**config.mk**
```make
export PLATFORM = sky130hd
export DESIGN_NAME = pwm3_reset_sync_pwm
export DESIGN_NICKNAME = d
export VERILOG_FILES = /design/src/rtl/pwm3_pkg.sv /design/src/rtl/pwm3_shadow_reg.sv /design/src/rtl/pwm3_timebase.sv /design/src/rtl/pwm3_phase.sv /design/src/rtl/pwm3_regfile.sv /design/src/rtl/pwm3_reset_sync_pwm.sv
export SDC_FILE = /design/constraint.sdc
export NUM_CORES = 1
export LEC_CHECK = 0
export BUFFER_PORTS_ARGS = -buffer_cell sky130_fd_sc_hd__buf_2
export CORE_ASPECT_RATIO = 0.75
export CORE_MARGIN = 4
export CORE_UTILIZATION = 40
export DETAILED_ROUTE_END_ITERATION = 8
export GPL_TIMING_DRIVEN = 0
export PLACE_DENSITY = 0.7
export SLEW_MARGIN = 40
export SYNTH_ARGS = -nofsm -noshare
export SYNTH_HDL_FRONTEND = slang
export SYNTH_SLANG_ARGS = --single-unit
```
**constraint.sdc**
```tcl
create_clock -name clk -period 1.9 [get_ports clk]
set_input_delay 0.285 -clock clk [delete_from_list [all_inputs] [get_ports clk]]
set_output_delay 0.285 -clock clk [all_outputs]
set_load 0.02 [all_outputs]
```
**src/rtl/pwm3_pkg.sv**
```systemverilog
package pwm3_pkg;

    typedef enum logic [0:0] {
        ST_STOPPED = 1'b0,
        ST_RUNNING = 1'b1
    } run_state_e;

    // control register bit positions
    localparam int CB_START = 0;
    localparam int CB_MODE  = 1;
    localparam int CB_INVP  = 2;
    localparam int CB_INVN  = 3;
    localparam int CB_TOG   = 4;
    localparam int CB_BUFP  = 5;
    localparam int CB_BUFC  = 6;

endpackage

```
**src/rtl/pwm3_shadow_reg.sv**
```systemverilog
module pwm3_shadow_reg #(
    parameter int W = 16
) (
    input  logic         clk,
    input  logic         rst_n,
    input  logic         wr,
    input  logic [W-1:0] wd,
    input  logic         buf_en,
    input  logic         running,
    input  logic         wrap,
    output logic [W-1:0] act,
    output logic [W-1:0] shd
);

    always_ff @(posedge clk or negedge rst_n) begin
        if (!rst_n) begin
            act <= '0;
            shd <= '0;
        end else if (wr) begin
            shd <= wd;
            if (!(buf_en && running)) begin
                act <= wd;
            end else if (wrap) begin
                act <= shd;
            end
        end else if (wrap && buf_en) begin
            act <= shd;
        end
    end

    // buffered write while running leaves the active value alone until a clear
    a_r9_shadow_hold: assert property (@(posedge clk) disable iff (!rst_n)
        (wr && buf_en && running && !wrap) |=> (act == $past(act)));

    // at a clear in buffered mode the active value takes the old shadow
    a_r9_copy_on_clear: assert property (@(posedge clk) disable iff (!rst_n)
        (wrap && buf_en) |=> (act == $past(shd)));

endmodule

```
**src/rtl/pwm3_timebase.sv**
```systemverilog
module pwm3_timebase
    import pwm3_pkg::*;
#(
    parameter int W = 16
) (
    input  logic         clk,
    input  logic         rst_n,
    input  logic         cnt_en,
    input  logic         ctrl_wr,
    input  logic         start_bit,
    input  logic         cnt_wr,
    input  logic [W-1:0] wr_data,
    input  logic [W-1:0] period,
    input  logic         tog_en,
    output logic         running,
    output logic [W-1:0] count,
    output logic         tick,
    output logic         wrap,
    output logic         tog
);

    run_state_e state_q, state_d;

    always_comb begin
        state_d = state_q;
        unique case (state_q)
            ST_STOPPED: if (ctrl_wr && start_bit)  state_d = ST_RUNNING;
            ST_RUNNING: if (ctrl_wr && !start_bit) state_d = ST_STOPPED;
        endcase
    end

    always_ff @(posedge clk or negedge rst_n) begin
        if (!rst_n) state_q <= ST_STOPPED;
        else        state_q <= state_d;
    end

    always_comb begin
        running = (state_q == ST_RUNNING);
        tick    = running && cnt_en;
        wrap    = tick && (count == period);
    end

    always_ff @(posedge clk or negedge rst_n) begin
        if (!rst_n) begin
            count <= '0;
        end else if (tick) begin
            count <= wrap ? '0 : count + 1'b1;
        end else if (!running && cnt_wr) begin
            count <= wr_data;
        end
    end

    always_ff @(posedge clk or negedge rst_n) begin
        if (!rst_n)       tog <= 1'b0;
        else if (!tog_en) tog <= 1'b0;
        else if (wrap)    tog <= ~tog;
    end

    // a tick on the period value brings the counter back to zero
    a_r1_clear_on_period: assert property (@(posedge clk) disable iff (!rst_n)
        (tick && count == period) |=> (count == '0));

    // the counter holds while stopped unless loaded
    a_r5_hold_stopped: assert property (@(posedge clk) disable iff (!rst_n)
        (!running && !cnt_wr) |=> $stable(count));

    // a load while running without a tick leaves the counter unchanged
    a_r5_load_ignored: assert property (@(posedge clk) disable iff (!rst_n)
        (running && cnt_wr && !cnt_en) |=> $stable(count));

    // toggle output cleared while disabled
    a_r10_tog_off: assert property (@(posedge clk) disable iff (!rst_n)
        !tog_en |=> !tog);

endmodule

```
**src/rtl/pwm3_phase.sv**
```systemverilog
module pwm3_phase #(
    parameter int W = 16
) (
    input  logic         clk,
    input  logic         rst_n,
    input  logic         tick,
    input  logic         wrap,
    input  logic [W-1:0] count,
    input  logic [W-1:0] cmp,
    output logic         raw
);

    logic match;

    always_comb match = tick && (count == cmp);

    always_ff @(posedge clk or negedge rst_n) begin
        if (!rst_n) begin
            raw <= 1'b0;
        end else if (match && wrap) begin
            raw <= ~raw;
        end else if (wrap) begin
            raw <= 1'b0;
        end else if (match) begin
            raw <= 1'b1;
        end
    end

    // a compare match inside the cycle makes the phase active
    a_r2_set_on_match: assert property (@(posedge clk) disable iff (!rst_n)
        (tick && count == cmp && !wrap) |=> raw);

    // a clear without a match makes the phase inactive
    a_r2_clear_on_wrap: assert property (@(posedge clk) disable iff (!rst_n)
        (wrap && count != cmp) |=> !raw);

    // compare equal to period inverts the phase at every clear
    a_r4_full_duty_toggle: assert property (@(posedge clk) disable iff (!rst_n)
        (wrap && count == cmp) |=> (raw != $past(raw)));

endmodule

```
**src/rtl/pwm3_regfile.sv**
```systemverilog
module pwm3_regfile
    import pwm3_pkg::*;
#(
    parameter int W   = 16,
    parameter int NPH = 3,
    parameter int AW  = 3
) (
    input  logic                   clk,
    input  logic                   rst_n,
    input  logic                   wr_en,
    input  logic [AW-1:0]          wr_addr,
    input  logic [W-1:0]           wr_data,
    input  logic                   running,
    input  logic                   wrap,
    output logic [W-1:0]           per_act,
    output logic [NPH-1:0][W-1:0]  cmp_act,
    output logic                   mode,
    output logic                   inv_p,
    output logic                   inv_n,
    output logic                   tog_en,
    output logic                   ctrl_wr,
    output logic                   start_bit,
    output logic                   cnt_wr,
    output logic [2*NPH-1:0]       oe
);

    localparam int A_PER  = 0;
    localparam int A_CMP0 = 1;
    localparam int A_CTRL = NPH + 1;
    localparam int A_OE   = NPH + 2;
    localparam int A_CNT  = NPH + 3;

    logic buf_p, buf_c;
    logic per_wr, oe_wr;
    logic [W-1:0] per_shd;

    always_comb begin
        per_wr    = wr_en && (wr_addr == AW'(A_PER));
        ctrl_wr   = wr_en && (wr_addr == AW'(A_CTRL));
        oe_wr     = wr_en && (wr_addr == AW'(A_OE));
        cnt_wr    = wr_en && (wr_addr == AW'(A_CNT));
        start_bit = wr_data[CB_START];
    end

    pwm3_shadow_reg #(.W(W)) u_per (
        .clk(clk), .rst_n(rst_n), .wr(per_wr), .wd(wr_data),
        .buf_en(buf_p), .running(running), .wrap(wrap),
        .act(per_act), .shd(per_shd)
    );

    for (genvar g = 0; g < NPH; g++) begin : g_cmp
        logic cmp_wr;
        always_comb cmp_wr = wr_en && (wr_addr == AW'(A_CMP0 + g));
        if (g == 0) begin : g_buffered
            logic [W-1:0] cmp_shd;
            pwm3_shadow_reg #(.W(W)) u_cmp (
                .clk(clk), .rst_n(rst_n), .wr(cmp_wr), .wd(wr_data),
                .buf_en(buf_c), .running(running), .wrap(wrap),
                .act(cmp_act[g]), .shd(cmp_shd)
            );
        end else begin : g_direct
            always_ff @(posedge clk or negedge rst_n) begin
                if (!rst_n)      cmp_act[g] <= '0;
                else if (cmp_wr) cmp_act[g] <= wr_data;
            end
        end
    end

    always_ff @(posedge clk or negedge rst_n) begin
        if (!rst_n) begin
            mode   <= 1'b0;
            inv_p  <= 1'b0;
            inv_n  <= 1'b0;
            tog_en <= 1'b0;
            buf_p  <= 1'b0;
            buf_c  <= 1'b0;
        end else if (ctrl_wr) begin
            inv_p  <= wr_data[CB_INVP];
            inv_n  <= wr_data[CB_INVN];
            tog_en <= wr_data[CB_TOG];
            if (!running) begin
                mode  <= wr_data[CB_MODE];
                buf_p <= wr_data[CB_BUFP];
                buf_c <= wr_data[CB_BUFC];
            end
        end
    end

    always_ff @(posedge clk or negedge rst_n) begin
        if (!rst_n)     oe <= '0;
        else if (oe_wr) oe <= wr_data[2*NPH-1:0];
    end

    // mode fields are locked while running
    a_r6_mode_locked: assert property (@(posedge clk) disable iff (!rst_n)
        (running && ctrl_wr) |=> (mode == $past(mode) && buf_p == $past(buf_p)
                                  && buf_c == $past(buf_c)));

endmodule

```
**src/rtl/pwm3_reset_sync_pwm.sv**
```systemverilog
module pwm3_reset_sync_pwm
    import pwm3_pkg::*;
#(
    parameter  int W   = 16,
    parameter  int NPH = 3,
    localparam int AW  = $clog2(NPH + 4)
) (
    input  logic           clk,
    input  logic           rst_n,
    input  logic           cnt_en,
    input  logic           wr_en,
    input  logic [AW-1:0]  wr_addr,
    input  logic [W-1:0]   wr_data,
    output logic [NPH-1:0] pwm_p,
    output logic [NPH-1:0] pwm_n,
    output logic           period_tog
);

    logic                  running, tick, wrap, tog;
    logic [W-1:0]          count, per_act;
    logic [NPH-1:0][W-1:0] cmp_act;
    logic                  mode, inv_p, inv_n, tog_en;
    logic                  ctrl_wr, start_bit, cnt_wr;
    logic [2*NPH-1:0]      oe;
    logic [NPH-1:0]        raw;

    pwm3_regfile #(.W(W), .NPH(NPH), .AW(AW)) u_regs (
        .clk(clk), .rst_n(rst_n), .wr_en(wr_en), .wr_addr(wr_addr),
        .wr_data(wr_data), .running(running), .wrap(wrap),
        .per_act(per_act), .cmp_act(cmp_act), .mode(mode),
        .inv_p(inv_p), .inv_n(inv_n), .tog_en(tog_en),
        .ctrl_wr(ctrl_wr), .start_bit(start_bit), .cnt_wr(cnt_wr), .oe(oe)
    );

    pwm3_timebase #(.W(W)) u_tb (
        .clk(clk), .rst_n(rst_n), .cnt_en(cnt_en), .ctrl_wr(ctrl_wr),
        .start_bit(start_bit), .cnt_wr(cnt_wr), .wr_data(wr_data),
        .period(per_act), .tog_en(tog_en), .running(running),
        .count(count), .tick(tick), .wrap(wrap), .tog(tog)
    );

    for (genvar i = 0; i < NPH; i++) begin : g_phase
        pwm3_phase #(.W(W)) u_ph (
            .clk(clk), .rst_n(rst_n), .tick(tick), .wrap(wrap),
            .count(count), .cmp(cmp_act[i]), .raw(raw[i])
        );
    end

    always_comb begin
        for (int i = 0; i < NPH; i++) begin
            pwm_p[i] = (mode & oe[i]       &  raw[i]) ^ inv_p;
            pwm_n[i] = (mode & oe[NPH + i] & ~raw[i]) ^ inv_n;
        end
        period_tog = tog;
    end

    // mode off drives every pin to its inactive level
    a_r6_mode_off_idle: assert property (@(posedge clk) disable iff (!rst_n)
        !mode |-> (pwm_p == {NPH{inv_p}} && pwm_n == {NPH{inv_n}}));

    for (genvar i = 0; i < NPH; i++) begin : g_chk
        // enabled pin pair is complementary after polarity is removed
        a_r2_complement: assert property (@(posedge clk) disable iff (!rst_n)
            (mode && oe[i] && oe[NPH + i]) |-> ((pwm_p[i] ^ inv_p) != (pwm_n[i] ^ inv_n)));
    end

endmodule

```
---- Word-level counts from Yosys, hierarchy flattened ----
Cells that the tools add are included.
word-level totals
  output and inout bits ................... 7
  bits of input ports ..................... 23
  flip-flop bits (word level) ............. 129
cells by class
  $add $sub $neg .......................... 1
  eq/ne operators ......................... 13
  mux-type cells .......................... 25
  bitwise operators ....................... 23
  reductions and logical operators ........ 34
operators by type and width
  kind                                                                      number
  16-bit 2-to-1 mux                                                         11
  16-bit == test                                                            4
  1-bit logical AND                                                         22
  16-bit by 1-bit adder with 16-bit output (second input constant)          1
  1-bit 2-to-1 mux                                                          13
  1-bit AND                                                                 12
  3-bit == test (second input constant)                                     3
  3-bit nonzero test                                                        3
  3-bit by 2-bit == test with 1-bit output (second input constant)          2
  3-bit by 2-bit inequality test with 1-bit output (second input constant)  2
  2-bit AND reduction                                                       3
  2-bit nonzero test                                                        3
  1-bit XOR                                                                 6
  1-bit inverter                                                            5
  3-bit by 1-bit == test with 1-bit output (second input constant)          1
  3-bit zero test                                                           1
  1-bit zero test                                                           2
  2-bit by 1-bit inequality test with 1-bit output (second input constant)  1
  1-bit one-hot mux with 2 select lines                                     1

---- Logic depth before layout (Yosys ltp) ----
Gate-level depths: netlist (run 1).
  depth in word-level cells ............... 5
  depth in mapped cells ................... 7
  depth with buffers taken out ............ 6

---- Cells and area by module ----
Synthesis (run 1) repeated with hierarchy kept, for this count alone.
second synthesis, totals
  cells, all modules ...................... 548
  area total of the unflattened synthesis .. 6577.6 µm²
by module, submodules not included
  module               cells an instance  times used  area an instance (µm²)
  pwm3_shadow_reg      104                2           1367.6
  pwm3_regfile         103                1           1714.1
  pwm3_timebase        150                1           1388.8
  pwm3_phase           25                 3           216.5
  pwm3_reset_sync_pwm  12                 1           90.1

---- Least setup slack after synthesis (run 1) ----
No wires, ideal clock.
  path type ............................... reg-to-reg
  from .................................... register u_tb.count[14]
  to ...................................... register u_regs.u_per.act[10]
  stages on the path, launching flop included .. 8
  arrival time ............................ 1.649 ns
  buffers on the path ..................... 2
  slack ................................... 0.125 ns
  required time ........................... 1.774 ns
  cells stage by stage .................... dfrtp_1 -> buf_6 -> xor2_2 -> nor4_4 -> and4_4 -> nand3_4 -> buf_6 -> mux2i_1
on the way
  word-level cells in the longest chain between the ends .. 5
  elaborated cells between the ends (all ways) .. 6
  those cells by class .................... eq/ne: 2; reduce/logical: 4
RTL lines
  element                          RTL line               source
  from (decl)                      pwm3_timebase.sv:16    output logic [W-1:0] count,
  from (signal assigned)           pwm3_timebase.sv:47    count <= wrap ? '0 : count + 1'b1;
  from (signal assigned)           pwm3_timebase.sv:49    count <= wr_data;
  16-bit == test *                 pwm3_timebase.sv:40    wrap = tick && (count == period);
  1-bit logical AND *              pwm3_timebase.sv:40
  1-bit logical AND                pwm3_shadow_reg.sv:26  end else if (wrap && buf_en) begin
  2-bit nonzero test (no line)     --
  2-bit AND reduction (no line) *  --
  to (signal assigned)             pwm3_shadow_reg.sv:22  act <= wd;
  to (decl)                        pwm3_shadow_reg.sv:11  output logic [W-1:0] act,
Every way passes the cells marked *; elsewhere a longest branch is shown, timed or not.
A chain may end at the register's enable or synchronous reset.

---- Final worst setup path (run 1) ----
  from .................................... register u_tb.count[3]
  to ...................................... register u_tb.count[4]
on the way
  word-level cells in the longest chain between the ends .. 4
  elaborated cells between the ends (all ways) .. 5
  those cells by class .................... add/sub: 1; eq/ne: 1; mux: 2; reduce/logical: 1
RTL lines
  element                                                                                           RTL line             source
  parallel branches: the longest is 2 deep, another holds 16-bit by 1-bit adder with 16-bit output  --
  16-bit 2-to-1 mux *                                                                               pwm3_timebase.sv:47
  16-bit 2-to-1 mux *                                                                               pwm3_timebase.sv:46  end else if (tick) begin
Mark *: on every way between the ends.

==> reports/qor.txt, run 1 <==
Status - complete, but fails checks
Failing checks - setup timing
CTS Root Cell - clkbuf_16
Count of flip-flops with a built-in enable after synthesis - 0
CP max stage cell - dfrtp_1
Drt initial violations - 516
Gp weighted congestion - 0.880
Via-to-Cell Ratio - 5.64
Clk_skew - 10.2 ps
Post-DP Area - 7150 µm²
Die W - 158 µm
Nature of the critical path endpoint - flip-flop
Via count - 4,848
Pre-CTS WS - -452 ps
Synth Area in Adders - 0.186%
Worst path bufs/invs - 2
Delay-heaviest family, CP - simple AND/OR/NAND/NOR gates
Final period utilization - 103%
Area grow syn2layout - 20.8%
# fillers - 1,365
Crit path launch type - flip-flop
Hold depth - 3
Worst Tran Pin Value - 684 ps
Register area share after synthesis - 47.9%
Initial antenna violation count - 0
#FFs+latches synth - 129
Final setup viols - 19
Count leader, synth - dfrtp_1
I/O pin count - 30
Worst Hold Class - input port to flip-flop
Design area - 8150 µm²
Dpl hpwl - 12.1 mm
Post-synthesis compound-gate area fraction - 5.49%
Sequential Area - 3230 µm²
Residual DRC count - 0
R2r endpoint - u_tb.count[4]
Maximum number of pins on one net before global-route repair - 78
H-tree Lvls - 4
Primary FF master, synth - dfrtp_1
DRT Pass-1 Iters - 5
Worst Slack Setup Final - -47.6 ps
RSZ-0062 raised after global routing - true
CTS tree - built
DRT Wirelength - 17.7 mm
Xor/xnor cell area share of the yosys netlist - 10.8%
Post-synth top cells - 129 x dfrtp_1, 77 x mux2_2, 64 x mux2i_1, 62 x xor2_1, 36 x nand2_1
Pwr Total - 10.6 mW
Final ANT Viol Nets - 0
# nets final - 661
Worst skew pair latency - 430 ps
Die area - 19,000 µm²
Starting Density - 41.5%
Max_cap viols - 0
Wirelength per Cell - 20.6 µm
Final Hold Fails - 0
Global route overflow - 0
Final Max Tran Viols - 0
Worst hold start - wr_data[10]
Site Rows - 40
First-pass GRT wire length - 27.1 mm
Ys async rst share - 100%
Tot GR Track Use - 18.7%
Clock slew at reported path FFs - 50 ps
Cell Area, Synth - 6740 µm²
Yosys top cell by area - dfrtp_1
Crit-path max cell delay - 370 ps
Most frequent CP cell - buf_6
Leakage - 3.85 nW
DP Cell Count - 805
Fmax - 513 MHz
Crit path max fanout - 9
Layout cells sized above 1 - 32.0%
Avg Inst Size Synth - 11.8 µm²
Multi-input logic area - 3430 µm²
Crit path arrival time - 2220 ps
Mapped Nets - 597
Die height - 120 µm
Reg2Reg Setup Slack - -50 ps
Slew headroom - 54.4%
Yosys Warn Count - 0
Mapped Cells - 573
Worst path cell trace - buf_6 > xor2_1 > nor4_4 > nand4_1 > buf_6 > o21ai_4 > o221ai_1
Share of the synthesized area in the top cell type - 47.9%
Cell variety after synth - 39
Pwr per Cell Area - 1300 nW/µm²
TritonCTS Buffers - 17
Core Area - 16,300 µm²
FF-to-FF path depth - 7
Crit path required time - 2170 ps
Most area-consuming cells after synthesis - dfrtp_1 48%, mux2_2 13%, mux2i_1 9.5%
Post-synthesis mux area share - 22.4%
Port Buffers - 21
Worst VDD drop - 0.596 mV
Sink Count - 129
Reg2Reg Launch Point - u_tb.count[3]
Cell Count, Final, Fillers Out - 860
Crit path kind - flip-flop to flip-flop
Hold endpoint - u_tb.count[10]
Minimum clock period - 1950 ps
Synth Area in Simple Gates - 9.89%
Clock Tree Buf Depth - 2
Largest family of logic cells by synthesized area - multiplexers
Antenna diode count - 0
Vias in the first global route - 4,909
## report_power, final
group          internal (mW)  leakage, nW  switching [mW]  total, mW
logic                   1.55         2.00            1.72       3.27
clock network           2.04        0.282            1.27       3.31
registers               3.44         1.56           0.559       4.00
## tightest hold or removal path, delay by kind of cell
kind / cells / cell delay, ps
buffers and inverters: 1 / 160
AOI/OAI and AO/OA: 1 / 60
and+or+nand+nor: 1 / 70
## timing repair
item / in CTS / in global routing
endpoints found under the hold margin: 52 / 0
cloned: 1 / 1
hold buffers: 1 / 0
resized for setup: 15 / 28
setup endpoints to repair: 52 / 50
pin swaps: 5 / 11
buffers inserted: 5 / 18
## cell type report
cell class	count	share of cell area [%]
buffer	40	3.06
tap	210	3.23
clock buffer	21	5.77
timing repair buffer	47	4.44
multi-input combinational	398	42.1
clock inverter	11	1.60
sequential	129	39.7
inverter	4	0.184
## layout by cell type (no fill, tap or decap), types with 3 or more instances in the layout
| master | synthesis | routed |
|---|---|---|
| mux2_2 | 77 | 77 |
| nand2_1 | 36 | 36 |
| o21ai_0 | 5 | 5 |
| buf_4 | 2 | 22 |
| dfrtp_1 | 129 | 126 |
| dfrtp_2 | 0 | 3 |
| nor4_1 | 11 | 9 |
| nand3_1 | 10 | 9 |
| and3_1 | 17 | 17 |
| xor2_1 | 62 | 60 |
| nand3b_1 | 3 | 3 |
| o221ai_1 | 10 | 5 |
| nand4_1 | 11 | 11 |
| xnor2_1 | 19 | 18 |
| buf_2 | 14 | 30 |
| nor2_1 | 7 | 6 |
| clkbuf_16 | 0 | 18 |
| clkbuf_8 | 0 | 3 |
| nor3_1 | 5 | 4 |
| o31ai_1 | 6 | 6 |
| a21oi_1 | 32 | 32 |
| clkbuf_1 | 23 | 20 |
| clkinv_4 | 0 | 3 |
| mux2i_1 | 64 | 62 |
| buf_6 | 4 | 9 |
| inv_1 | 4 | 4 |
| o221ai_2 | 0 | 5 |
| clkinvlp_4 | 0 | 4 |
## logic make-up after synthesis
kind of cell / after synthesis
buffers and inverters: 47
flip-flops: 129
multiplexers: 141
adder cells (fa/ha/maj): 1
AO/OA/AOI/OAI: 58
AND/OR/NAND/NOR: 115
XOR/XNOR: 82
## per-layer routing
layer  global-route usage, %  vias up  wire length (µm)
met1                    27.5     2493              8260
met3                    3.76       26              1050
met5                       0        -                 0
li1                        -     2174                 -
met2                    28.1      155              8140
met4                    5.53        0               267
## registers in the layout, indices dropped and copies added, names as in the netlist, named ones only
register and count:
u_regs.u_per.act 16, u_tb.tog 1, u_regs.oe 6, u_regs.g_cmp.g_buffered.u_cmp.act 16, u_regs.cmp_act 32, u_regs.g_cmp.g_buffered.u_cmp.shd 16
u_tb.count 16, u_regs.buf_p 1, u_regs.buf_c 1, u_regs.u_per.shd 16, u_regs.inv_n 1, g_phase.u_ph.raw 3
u_regs.tog_en 1, u_regs.mode 1, u_regs.inv_p 1
## through the flow
stage                     hold WS [ps]  setup TNS, ps  util [%]
after floorplan                  -10.6              0         -
after global placement             489        -154530      43.7
after detailed placement           228         -19010      43.9
after CTS                          196          -7.96      48.3
after global routing               207          -2000      50.1
final                              209           -298      50.1
## worst max path at each step
stage                            to  depth (start not counted)  slack, ps            from
6_report              u_tb.count[4]                          7        -50   u_tb.count[3]
5_1_grt               u_tb.count[4]                          7       -100   u_tb.count[1]
4_1_cts         u_regs.u_per.act[9]                          7         -4   u_tb.count[2]
3_5_place_dp          u_tb.count[3]                          6       -450   u_tb.count[9]
3_3_place_gp   u_regs.u_per.shd[13]                          1      -1100           rst_n
2_1_floorplan  u_regs.u_per.act[10]                          7        130  u_tb.count[14]
Power figures use the tool's default switching activity.
==> run 2: changes to the inputs <==
--- a/config.mk
+++ b/config.mk
@@ -11,7 +11,8 @@
 export CORE_UTILIZATION = 40
 export DETAILED_ROUTE_END_ITERATION = 8
 export GPL_TIMING_DRIVEN = 0
-export PLACE_DENSITY = 0.7
+export MAX_ROUTING_LAYER = met4
+export PLACE_DENSITY_LB_ADDON = 0.25
 export SLEW_MARGIN = 40
 export SYNTH_ARGS = -nofsm -noshare
 export SYNTH_HDL_FRONTEND = slang
==> run 2 against run 1 <==
Against the previous run:
- the flow now finishes without violations
- critical path type unchanged
- sequential power down 1%
- register-to-register slack improved by 60 ps
- via count is 2.5% lower
- clock power is 5% higher
- die area is the same
- power shrank 1.2%
- largest cell class unchanged
- maximum frequency rose by 3.4%
==> reports/qor.txt, run 2 (synthesis results as in run 1) <==
Design area - 8010 µm² (-1.7%)
Crit-path max cell delay - 360 ps (about the same)
Final ANT Viol Nets - 0 (unchanged)
Worst Hold Class - input port to flip-flop
Crit path max fanout - 7 (-2)
Initial antenna violation count - 0 (unchanged)
Via-to-Cell Ratio - 5.57 (-1.3%)
I/O pin count - 30 (unchanged)
Multi-input logic area - 3330 µm² (-2.9%)
First-pass GRT wire length - 28.0 mm (+3.3%)
Hold depth - 3 (unchanged)
Slew headroom - 54.4% (about the same)
Internal power - 7.03 mW (about the same)
Pwr Total - 10.5 mW (-1.2%)
# nets final - 650 (-1.7%)
CTS tree - built
Global route overflow - 0 (unchanged)
Minimum clock period - 1880 ps (-64.8 ps)
Port Buffers - 21 (unchanged)
Worst VDD drop - 0.602 mV (+1.1%)
R2r endpoint - u_tb.count[4]
Final period utilization - 99.1% (-3.4 points)
CTS Root Cell - clkbuf_16
Die W - 158 µm (unchanged)
Crit path required time - 2170 ps (about the same)
Wirelength per Cell - 20.5 µm (-0.33%)
Site Rows - 40 (unchanged)
Crit path launch type - flip-flop
Max_cap viols - 0 (unchanged)
Cell Count, Final, Fillers Out - 849 (-1.3%)
Nature of the critical path endpoint - flip-flop
Most frequent cells in the layout - 128 x dfrtp_1, 77 x mux2_2, 64 x mux2i_1
Logic pwr share - 29.0% (-1.9 points)
FF-to-FF path depth - 8 (+1)
Final setup viols - 0 (-19)
Layout cells sized above 1 - 28.6% (-3.4 points)
Setup crit end - u_tb.count[4]
H-tree Lvls - 4 (unchanged)
Clock power share - 33.2% (+1.9 points)
CP max stage cell - dfrtp_1
Area grow syn2layout - 18.7%
Largest Register - u_regs.cmp_act
Status - finished clean
Die height - 120 µm (unchanged)
Worst Tran Pin Value - 680 ps (-3.19 ps)
RSZ-0062 raised after global routing - true
Tot GR Track Use - 19.8% (+1.1 points)
Dpl hpwl - 12.4 mm (+2.5%)
Residual DRC count - 0 (unchanged)
Maximum number of pins on one net before global-route repair - 50 (-36%)
Crit path kind - flip-flop to flip-flop
Seq pwr share - 37.8% (about the same)
Gp weighted congestion - 0.869 (-1.3%)
Final Max Tran Viols - 0 (unchanged)
Leakage - 3.81 nW (-0.95%)
Fin util - 49.2% (-0.87 points)
TritonCTS Buffers - 17 (unchanged)
# fillers - 1,407 (+3.1%)
Core Area - 16,300 µm² (unchanged)
Crit path arrival time - 2150 ps (-70 ps)
Final Hold Fails - 0 (unchanged)
Sw Ratio - 32.7% (-0.82 points)
Clock Tree Buf Depth - 2 (unchanged)
Worst path cell trace - buf_4 > xor2_1 > nor4_4 > nand4_1 > buf_6 > o21ai_4 > buf_6 > o221ai_1
Pwr per Cell Area - 1310 nW/µm² (+0.59%)
Most frequent CP cell - buf_6
Vias in the first global route - 4,917 (+0.16%)
Sequential Area - 3230 µm² (about the same)
Sw power - 3.42 mW (-3.6%)
Clock slew at reported path FFs - 60 ps (about the same)
DRT Wirelength - 17.4 mm (-1.6%)
Die area - 19,000 µm² (unchanged)
Reg2Reg Setup Slack - 20 ps (+60 ps)
Max reg flops - 32 (unchanged)
Fmax - 531 MHz (+3.4%)
Critical path origin - u_tb.count[11]
Worst skew pair latency - 420 ps (about the same)
Drt initial violations - 340 (-34%)
Commonest non-fill, non-tap cell in the layout - dfrtp_1
Post-DP Area - 7180 µm² (+0.38%)
Antenna diode count - 0 (unchanged)
Reg2Reg Launch Point - u_tb.count[11]
Clk_skew - 8.99 ps (-1.24 ps)
DP Cell Count - 806 (+0.12%)
Via count - 4,726 (-2.5%)
Sink Count - 129 (unchanged)
DRT Pass-1 Iters - 5 (unchanged)
Starting Density - 41.5% (unchanged)
run 2: changes by cell type in the layout (fill, tap and decap cells not counted), moves of 2 or more:
cell	previous run	this run
buf_4	22	13
o221ai_1	5	10
o221ai_2	5	0
buf_6	9	6
dfrtp_1	126	128
dfrtp_2	3	1
mux2i_1	62	64
mux2i_2	2	0
o21ai_0	5	3
o21ai_1	0	2
xor2_1	60	62
run 2: final cells by class:
type	count	area share (%)
clock inverters	11	1.91
clock buffers	21	6.00
repair buffers	36	3.67
flip-flops and latches	129	40.3
plain buffers	41	3.05
multi-input cells	397	41.6
inverters	4	0.188
well taps	210	3.28
run 2: worst max-delay path, delay by kind of cell, from the launching register on:
| kind | cells | cell delay, ps |
|---|---|---|
| AOI/OAI and AO/OA | 2 | 270 |
| xor gates and xnor gates | 1 | 190 |
| buffers and inverters | 3 | 490 |
| DFF | 1 | 360 |
| and+or+nand+nor | 2 | 430 |
run 2: worst min-delay path by stage:
stage                 startpoint                 end
floorplan                  rst_n           async pin
global placement    u_regs.oe[3]        u_regs.oe[3]
detailed placement         rst_n  u_regs.cmp_act[20]
CTS                  wr_data[10]      u_tb.count[10]
global route         wr_data[10]      u_tb.count[10]
finish                wr_data[9]       u_tb.count[9]
run 2: repair_timing:
item	4_1_cts	5_1_grt
setup buffers	8	4
setup endpoints to repair	37	50
gates resized for setup	10	19
hold buffers	1	0
pin swaps	4	6
endpoints found under the hold margin	36	0
run 2: per-stage QoR:
stage	setup TNS, ps	worst slack, ps	hold WS (ps)
after floorplan	0	125	-10.6
after global placement	-166520	-1200	489
after detailed placement	-14320	-350	175
after CTS	0	2.51	201
after global routing	-1070	-86.5	222
final	0	17.2	204
run 2: power groups by stage:
stage	combinational (mW)	sequential [mW]	clock [mW]
after CTS	2.95	3.94	3.52
after floorplan	2.22	3.80	0
after global routing	3.32	4.03	3.63
final	3.03	3.95	3.47
after global placement	2.84	3.91	0
after detailed placement	2.94	3.94	0
run 2: layer usage:
| layer | global-route usage (%) | wire [µm] |
|---|---|---|
| met5 | - | 0 |
| met4 | 5.10 | 242 |
| met3 | 3.83 | 702 |
| met2 | 28.6 | 8040 |
| met1 | 28.9 | 8450 |
